--- src/rtl/usb_rxc_pkg.sv ---
package usb_rxc_pkg;

   typedef enum logic [1:0] {
      RXC_NONE   = 2'd0,
      RXC_DONE   = 2'd1,
      RXC_IGNORE = 2'd2
   } rxc_outcome_e;

   localparam int RXC_CRC_BYTES = 2;

endpackage

--- src/rtl/usb_rxc_regs.sv ---
module usb_rxc_regs #(
   parameter int CNT_W = 9,
   parameter int REG_W = 8
) (
   input  logic             clk,
   input  logic             rst_n,
   input  logic             wr_en,
   input  logic             wr_sel,
   input  logic [REG_W-1:0] wr_data,
   input  logic             wb_en,
   input  logic [CNT_W-1:0] wb_value,
   input  logic             rd_sel,
   output logic [REG_W-1:0] rd_data,
   output logic [CNT_W-1:0] count
);
   localparam int HI_W = CNT_W - REG_W;

   logic [REG_W-1:0] lo_q;

   always_ff @(posedge clk or negedge rst_n) begin
      if (!rst_n) begin
         lo_q <= '0;
      end else if (wb_en) begin
         lo_q <= wb_value[REG_W-1:0];
      end else if (wr_en && !wr_sel) begin
         lo_q <= wr_data;
      end
   end

   generate
      if (HI_W > 0) begin : g_split
         logic [HI_W-1:0] hi_q;

         always_ff @(posedge clk or negedge rst_n) begin
            if (!rst_n) begin
               hi_q <= '0;
            end else if (wb_en) begin
               hi_q <= wb_value[CNT_W-1:REG_W];
            end else if (wr_en && wr_sel) begin
               hi_q <= wr_data[HI_W-1:0];
            end
         end

         assign count   = {hi_q, lo_q};
         assign rd_data = rd_sel ? {{(REG_W-HI_W){1'b0}}, hi_q} : lo_q;
      end else begin : g_single
         assign count   = lo_q;
         assign rd_data = rd_sel ? '0 : lo_q;
      end
   endgenerate

endmodule

--- src/rtl/usb_rxc_track.sv ---
module usb_rxc_track
   import usb_rxc_pkg::*;
#(
   parameter int CNT_W = 9
) (
   input  logic             clk,
   input  logic             rst_n,
   input  logic             rx_valid,
   input  logic             rx_eop,
   input  logic [CNT_W-1:0] limit,
   output logic             busy,
   output logic [CNT_W:0]   byte_idx,
   output logic             store_ok,
   output logic             wb_en,
   output logic [CNT_W-1:0] wb_value,
   output rxc_outcome_e     outcome
);
   localparam int N_W  = CNT_W + 1;
   localparam int CMP_W = CNT_W + 2;
   localparam logic [N_W-1:0] N_MAX = '1;

   logic [N_W-1:0]   n_q;
   logic             busy_q;
   rxc_outcome_e     outcome_q;
   logic [CMP_W-1:0] lim_ext;
   logic [CMP_W-1:0] n_ext;
   logic             accept;

   assign lim_ext  = CMP_W'(limit) + CMP_W'(RXC_CRC_BYTES);
   assign n_ext    = CMP_W'(n_q);
   assign accept   = (n_ext >= CMP_W'(RXC_CRC_BYTES)) && (n_ext <= lim_ext);
   assign store_ok = rx_valid && !rx_eop && (n_q < N_W'(limit));
   assign wb_en    = rx_eop && accept;
   assign wb_value = n_q[CNT_W-1:0];
   assign byte_idx = n_q;
   assign busy     = busy_q;
   assign outcome  = outcome_q;

   always_ff @(posedge clk or negedge rst_n) begin
      if (!rst_n) begin
         n_q       <= '0;
         busy_q    <= 1'b0;
         outcome_q <= RXC_NONE;
      end else if (rx_eop) begin
         n_q       <= '0;
         busy_q    <= 1'b0;
         outcome_q <= accept ? RXC_DONE : RXC_IGNORE;
      end else begin
         outcome_q <= RXC_NONE;
         if (rx_valid) begin
            busy_q <= 1'b1;
            if (n_q != N_MAX) begin
               n_q <= n_q + 1'b1;
            end
         end
      end
   end

endmodule

--- src/rtl/usb_rxc_wr.sv ---
module usb_rxc_wr #(
   parameter int ADDR_W = 9,
   parameter int IDX_W  = 10,
   parameter int DATA_W = 8
) (
   input  logic              clk,
   input  logic              rst_n,
   input  logic              store_ok,
   input  logic [IDX_W-1:0]  byte_idx,
   input  logic [ADDR_W-1:0] base,
   input  logic [DATA_W-1:0] data,
   output logic              we,
   output logic [ADDR_W-1:0] addr,
   output logic [DATA_W-1:0] wdata
);
   logic [ADDR_W-1:0] next_addr;

   assign next_addr = base + ADDR_W'(byte_idx);

   always_ff @(posedge clk or negedge rst_n) begin
      if (!rst_n) begin
         we    <= 1'b0;
         addr  <= '0;
         wdata <= '0;
      end else begin
         we <= store_ok;
         if (store_ok) begin
            addr  <= next_addr;
            wdata <= data;
         end
      end
   end

endmodule

--- src/rtl/usb_ep_rx_counter.sv ---
module usb_ep_rx_counter
   import usb_rxc_pkg::*;
#(
   parameter int CNT_W  = 9,
   parameter int REG_W  = 8,
   parameter int ADDR_W = 9
) (
   input  logic              clk,
   input  logic              rst_n,
   input  logic              reg_wr,
   input  logic              reg_sel,
   input  logic [REG_W-1:0]  reg_wdata,
   output logic [REG_W-1:0]  reg_rdata,
   input  logic              rx_valid,
   input  logic [REG_W-1:0]  rx_byte,
   input  logic              rx_eop,
   input  logic [ADDR_W-1:0] buf_base,
   output logic              sram_we,
   output logic [ADDR_W-1:0] sram_addr,
   output logic [REG_W-1:0]  sram_wdata,
   output logic              xfer_done,
   output logic              xfer_ignored,
   output logic              busy,
   output logic [CNT_W-1:0]  tx_count
);
   localparam int IDX_W = CNT_W + 1;

   generate
      if (CNT_W < REG_W) begin : g_chk_narrow
         $error("count must be at least one register wide");
      end
      if (CNT_W >= 2 * REG_W) begin : g_chk_wide
         $error("count must fit in two registers");
      end
      if (ADDR_W < 2) begin : g_chk_addr
         $error("address too narrow");
      end
   endgenerate

   logic             reg_wr_ok;
   logic             wb_en;
   logic [CNT_W-1:0] wb_value;
   logic [CNT_W-1:0] count;
   logic [IDX_W-1:0] byte_idx;
   logic             store_ok;
   rxc_outcome_e     outcome;

   assign reg_wr_ok = reg_wr && !busy && !rx_valid && !rx_eop;

   usb_rxc_regs #(
      .CNT_W (CNT_W),
      .REG_W (REG_W)
   ) u_regs (
      .clk      (clk),
      .rst_n    (rst_n),
      .wr_en    (reg_wr_ok),
      .wr_sel   (reg_sel),
      .wr_data  (reg_wdata),
      .wb_en    (wb_en),
      .wb_value (wb_value),
      .rd_sel   (reg_sel),
      .rd_data  (reg_rdata),
      .count    (count)
   );

   usb_rxc_track #(
      .CNT_W (CNT_W)
   ) u_track (
      .clk      (clk),
      .rst_n    (rst_n),
      .rx_valid (rx_valid),
      .rx_eop   (rx_eop),
      .limit    (count),
      .busy     (busy),
      .byte_idx (byte_idx),
      .store_ok (store_ok),
      .wb_en    (wb_en),
      .wb_value (wb_value),
      .outcome  (outcome)
   );

   usb_rxc_wr #(
      .ADDR_W (ADDR_W),
      .IDX_W  (IDX_W),
      .DATA_W (REG_W)
   ) u_wr (
      .clk      (clk),
      .rst_n    (rst_n),
      .store_ok (store_ok),
      .byte_idx (byte_idx),
      .base     (buf_base),
      .data     (rx_byte),
      .we       (sram_we),
      .addr     (sram_addr),
      .wdata    (sram_wdata)
   );

   assign tx_count     = count;
   assign xfer_done    = (outcome == RXC_DONE);
   assign xfer_ignored = (outcome == RXC_IGNORE);

endmodule

--- config.mk ---
export PLATFORM = sky130hd
export DESIGN_NAME = usb_ep_rx_counter
export DESIGN_NICKNAME = d
export VERILOG_FILES = /design/src/rtl/usb_rxc_pkg.sv /design/src/rtl/usb_rxc_regs.sv /design/src/rtl/usb_rxc_track.sv /design/src/rtl/usb_rxc_wr.sv /design/src/rtl/usb_ep_rx_counter.sv
export SDC_FILE = /design/constraint.sdc
export NUM_CORES = 1
export LEC_CHECK = 0
export BUFFER_PORTS_ARGS = -buffer_cell sky130_fd_sc_hd__buf_2
export CAP_MARGIN = 10
export CORE_MARGIN = 5
export CORE_UTILIZATION = 45
export CTS_BUF_LIST = sky130_fd_sc_hd__clkbuf_8 sky130_fd_sc_hd__clkbuf_16
export DETAILED_ROUTE_END_ITERATION = 10
export GPL_ROUTABILITY_DRIVEN = 0
export PLACE_DENSITY = 0.72
export SYNTH_ARGS = -nofsm -noshare
export SYNTH_HDL_FRONTEND = slang
export SYNTH_SLANG_ARGS = --single-unit
--- constraint.sdc ---
create_clock -name clk -period 2.6 [get_ports clk]
set_clock_uncertainty 0.15 [all_clocks]
set_input_delay 0.78 -clock clk [delete_from_list [all_inputs] [get_ports clk]]
set_output_delay 0.78 -clock clk [all_outputs]
set_load 0.01 [all_outputs]
==> reports/results.ini <==
[worst_hold_path]
hp-class = in -> async

[global_route]
antenna_found_initial = 0
grt-ovfl-total = 0
grt_pass1_vias = 2453
grt_pass1_wl_um = 11800
grt_use_total_pct = 19.4
grt_max_degree = 24

[synth]
ys_async_sr_fraction_pct = 100
ys_seq_area_share_pct = 36.3
ys_warn_count = 0
synth_nets = 326
synth_edf_count = 0
synth.area.top_cells = dfrtp_1, ha_1, xnor2_1
synth-main-ff-cell = dfrtp_1
yosysTopAreaCell = dfrtp_1
ys_ff_latch = 40
synth_top_area_share_pct = 36.3
syn_area_per_cell_um2 = 10.4
synth.cell_area_um2 = 2760
syn_inst = 265
synth_cell_types = 48

[power_and_ir_drop]
seq_power_share_pct = 33.9
cellInternalPower_mw = 1.70
p_switching_uw = 998
p_leak_nw = 1.75
clockPowerShare_pct = 20.0
p_per_area_nw_per_um2 = 753
p_comb_share_pct = 46.1
p_total_mw = 2.70
p_sw_share_pct = 37.0
ir_drop_mv = 0.425

[clock_tree]
ctsHoldBuffers = 0
worstSkewPairLatency_ns = 0.30
cts_tree = yes
clkSinkCount = 40
clock-root-buffer = clkbuf_8
htreeDepth = 2
numCtsBuffers = 5
cts.clk_slew.worst_paths_ns = 0.09
cts_buffer_depth = 2

[floorplan]
row_count = 28
die_area_um2 = 7790
die_width_um = 88.2
start_util_pct = 46.5
core_area_um2 = 5920
num_io_pins = 69
fp.dieH_um = 88.2

[route]
vias = 2326
dr.first_iter.drc_count = 115
drc = 0
wirelength_um = 7010
ant_nets = 0
wl_per_cell_um = 16.2
avgViaCountPerCell = 5.37
drt_pre_antenna_iters = 6

[critical_path]
crit_path_start = u_regs.lo_q[2]
end_kind = flip-flop
worstPathArrival_ns = 2.76
rr_startpoint = u_regs.lo_q[2]
reg2reg_depth = 13
crit_path_max_fanout = 12
crit_type = reg -> reg
cp-start-kind = flip-flop
cp_data_required_time_ns = 2.66

[flow_run]
cap_violations = 0

[timing]
worstMarginPinSlew_ns = 0.582
max_slew_margin_pct = 61.2
setup_slack_ns = -0.0976
fin_crit_sh_pct = 104
rsz0062_at_grt = yes
setup_viol = 8
drv_slew = 0
min_period_ns = 2.70
max_freq_mhz = 371
hold_viol = 0

[place]
dp_hpwl_um = 5420
port_buffers = 68
place_area_um2 = 3330

[status]
violations = negative setup slack
outcome = finished, violations left

[cells_and_area]
design_area_um2 = 3580
antennaDiodeCount = 0
layout.nets = 418
area_delta_synth_final_pct = 30.1
drive_above_1_share_pct = 43.0

## kinds of logic (layout without fill, tap and decap cells)
group	after synthesis	in the layout	synth area share [%]
muxes	19	19	8.90
xor gates and xnor gates	23	23	7.31
and+or+nand+nor	74	74	13.7
AOI/OAI and AO/OA	51	51	14.7
DFF	40	40	36.3
adders and majority gates	30	30	13.9
buffers and inverters	28	121	5.18
## path summary, 6_finish.rpt
check | slack [ns] | end
worst max-delay path | -0.1 | u_regs.lo_q[3]
worst min-delay path | 0.31 | u_wr.addr[6]
worst max register to register | -0.1 | u_regs.lo_q[3]
worst min register to register | 0.36 | u_wr.addr[4]
max in group asynchronous | 1.48 | u_track.outcome[1]
min in group clk | 0.36 | u_wr.addr[4]
## flip-flops by register name (all words and copies together), names as in the netlist
register / flops
u_wr.addr: 9
u_wr.we: 1
u_wr.wdata: 8
u_regs.lo_q: 8
u_track.outcome: 2
u_regs.g_split.hi_q: 1
u_track.busy: 1
u_track.byte_idx: 10
## cell usage in the layout (no fill, tap or decap), drive strengths merged, types with 9 or more instances in the layout
| cell type | instances |
|---|---|
| buf | 95 |
| dfrtp | 40 |
| ha | 29 |
| nor2 | 28 |
| inv | 19 |
| mux2 | 17 |
| xnor2 | 16 |
| nand3 | 11 |
| a21oi | 11 |
| nand2 | 9 |
| o31ai | 9 |
| o21ai | 9 |
## cells in the mapped netlist (2+ instances only)
| master | n |
|---|---|
| nor4_1 | 3 |
| ha_1 | 29 |
| a21o_1 | 2 |
| a21oi_1 | 8 |
| inv_1 | 18 |
| xor2_1 | 7 |
| xnor2_1 | 16 |
| and3_1 | 2 |
| nor3_1 | 5 |
| nand3_1 | 11 |
| a21oi_4 | 2 |
| nand4_1 | 4 |
| nand3b_1 | 2 |
| or3_1 | 2 |
| o31ai_1 | 9 |
| nand2_1 | 9 |
| a22oi_1 | 7 |
| o21bai_1 | 2 |
| nor2_1 | 27 |
| clkbuf_1 | 4 |
| mux2i_1 | 2 |
| dfrtp_1 | 40 |
| buf_2 | 2 |
| mux2_4 | 9 |
| mux2_2 | 8 |
| nor2b_1 | 4 |
| a211oi_1 | 2 |
| o21ai_0 | 7 |
| o21a_1 | 2 |
| buf_6 | 2 |
## final cells by class
cell class                      count  area [µm²]
Clock buffer                        5        68.8
Timing Repair Buffer               95         572
Tap cell                           75        93.8
Inverter                           18        67.6
Clock inverter                      3        46.3
Sequential cell                    40        1000
Fill cell                         512        2340
Multi-Input combinational cell    197        1740
## power groups by stage
stage          Sequential, mW  Combinational [mW]  Clock (mW)
3_5_place_dp            0.924                1.15           0
6_report                0.916                1.24       0.540
2_1_floorplan            1.00               0.633           0
3_3_place_gp            0.915                1.13           0
4_1_cts                 0.910                1.18       0.550
5_1_grt                 0.942                1.37       0.577
## through the flow
stage	setup TNS [ns]	hold slack [ns]	instances	setup slack (ns)	utilization, %
3_3_place_gp	-0.159	0.335	420	-0.0453	56.2
5_1_grt	-1.94	0.344	433	-0.232	60.5
6_report	-0.520	0.312	433	-0.0976	60.5
2_1_floorplan	0	0.334	265	0.00172	-
4_1_cts	-0.111	0.330	430	-0.0282	59.1
3_5_place_dp	-0.933	0.341	420	-0.124	56.2
## critical path, cell delays in order (launching register included)
cell and delay [ns]:
dfrtp_1 0.41, inv_2 0.06, nor3_2 0.16, nand3_2 0.12, nor3_2 0.14, xnor2_1 0.16
ha_1 0.30, a21o_1 0.22, a211oi_2 0.24, o21ai_2 0.15, o22ai_4 0.17, buf_12 0.17
a22oi_2 0.08, o31ai_1 0.09
## what timing repair did
item / CTS / global route
pin swaps: 6 / 6
endpoints found under the setup margin: 9 / 25
gates resized for setup: 9 / 18
buffers inserted: 2 / 3
## per-layer routing
metal,part of all wire [%],vias to the layer above,track usage [%]
met5,0,-,0
met1,43,1123,24.6
met3,4.5,13,3.35
met4,1.8,0,5.91
li1,-,1130,-
met2,51,60,33.8
Power figures use the tool's default switching activity.
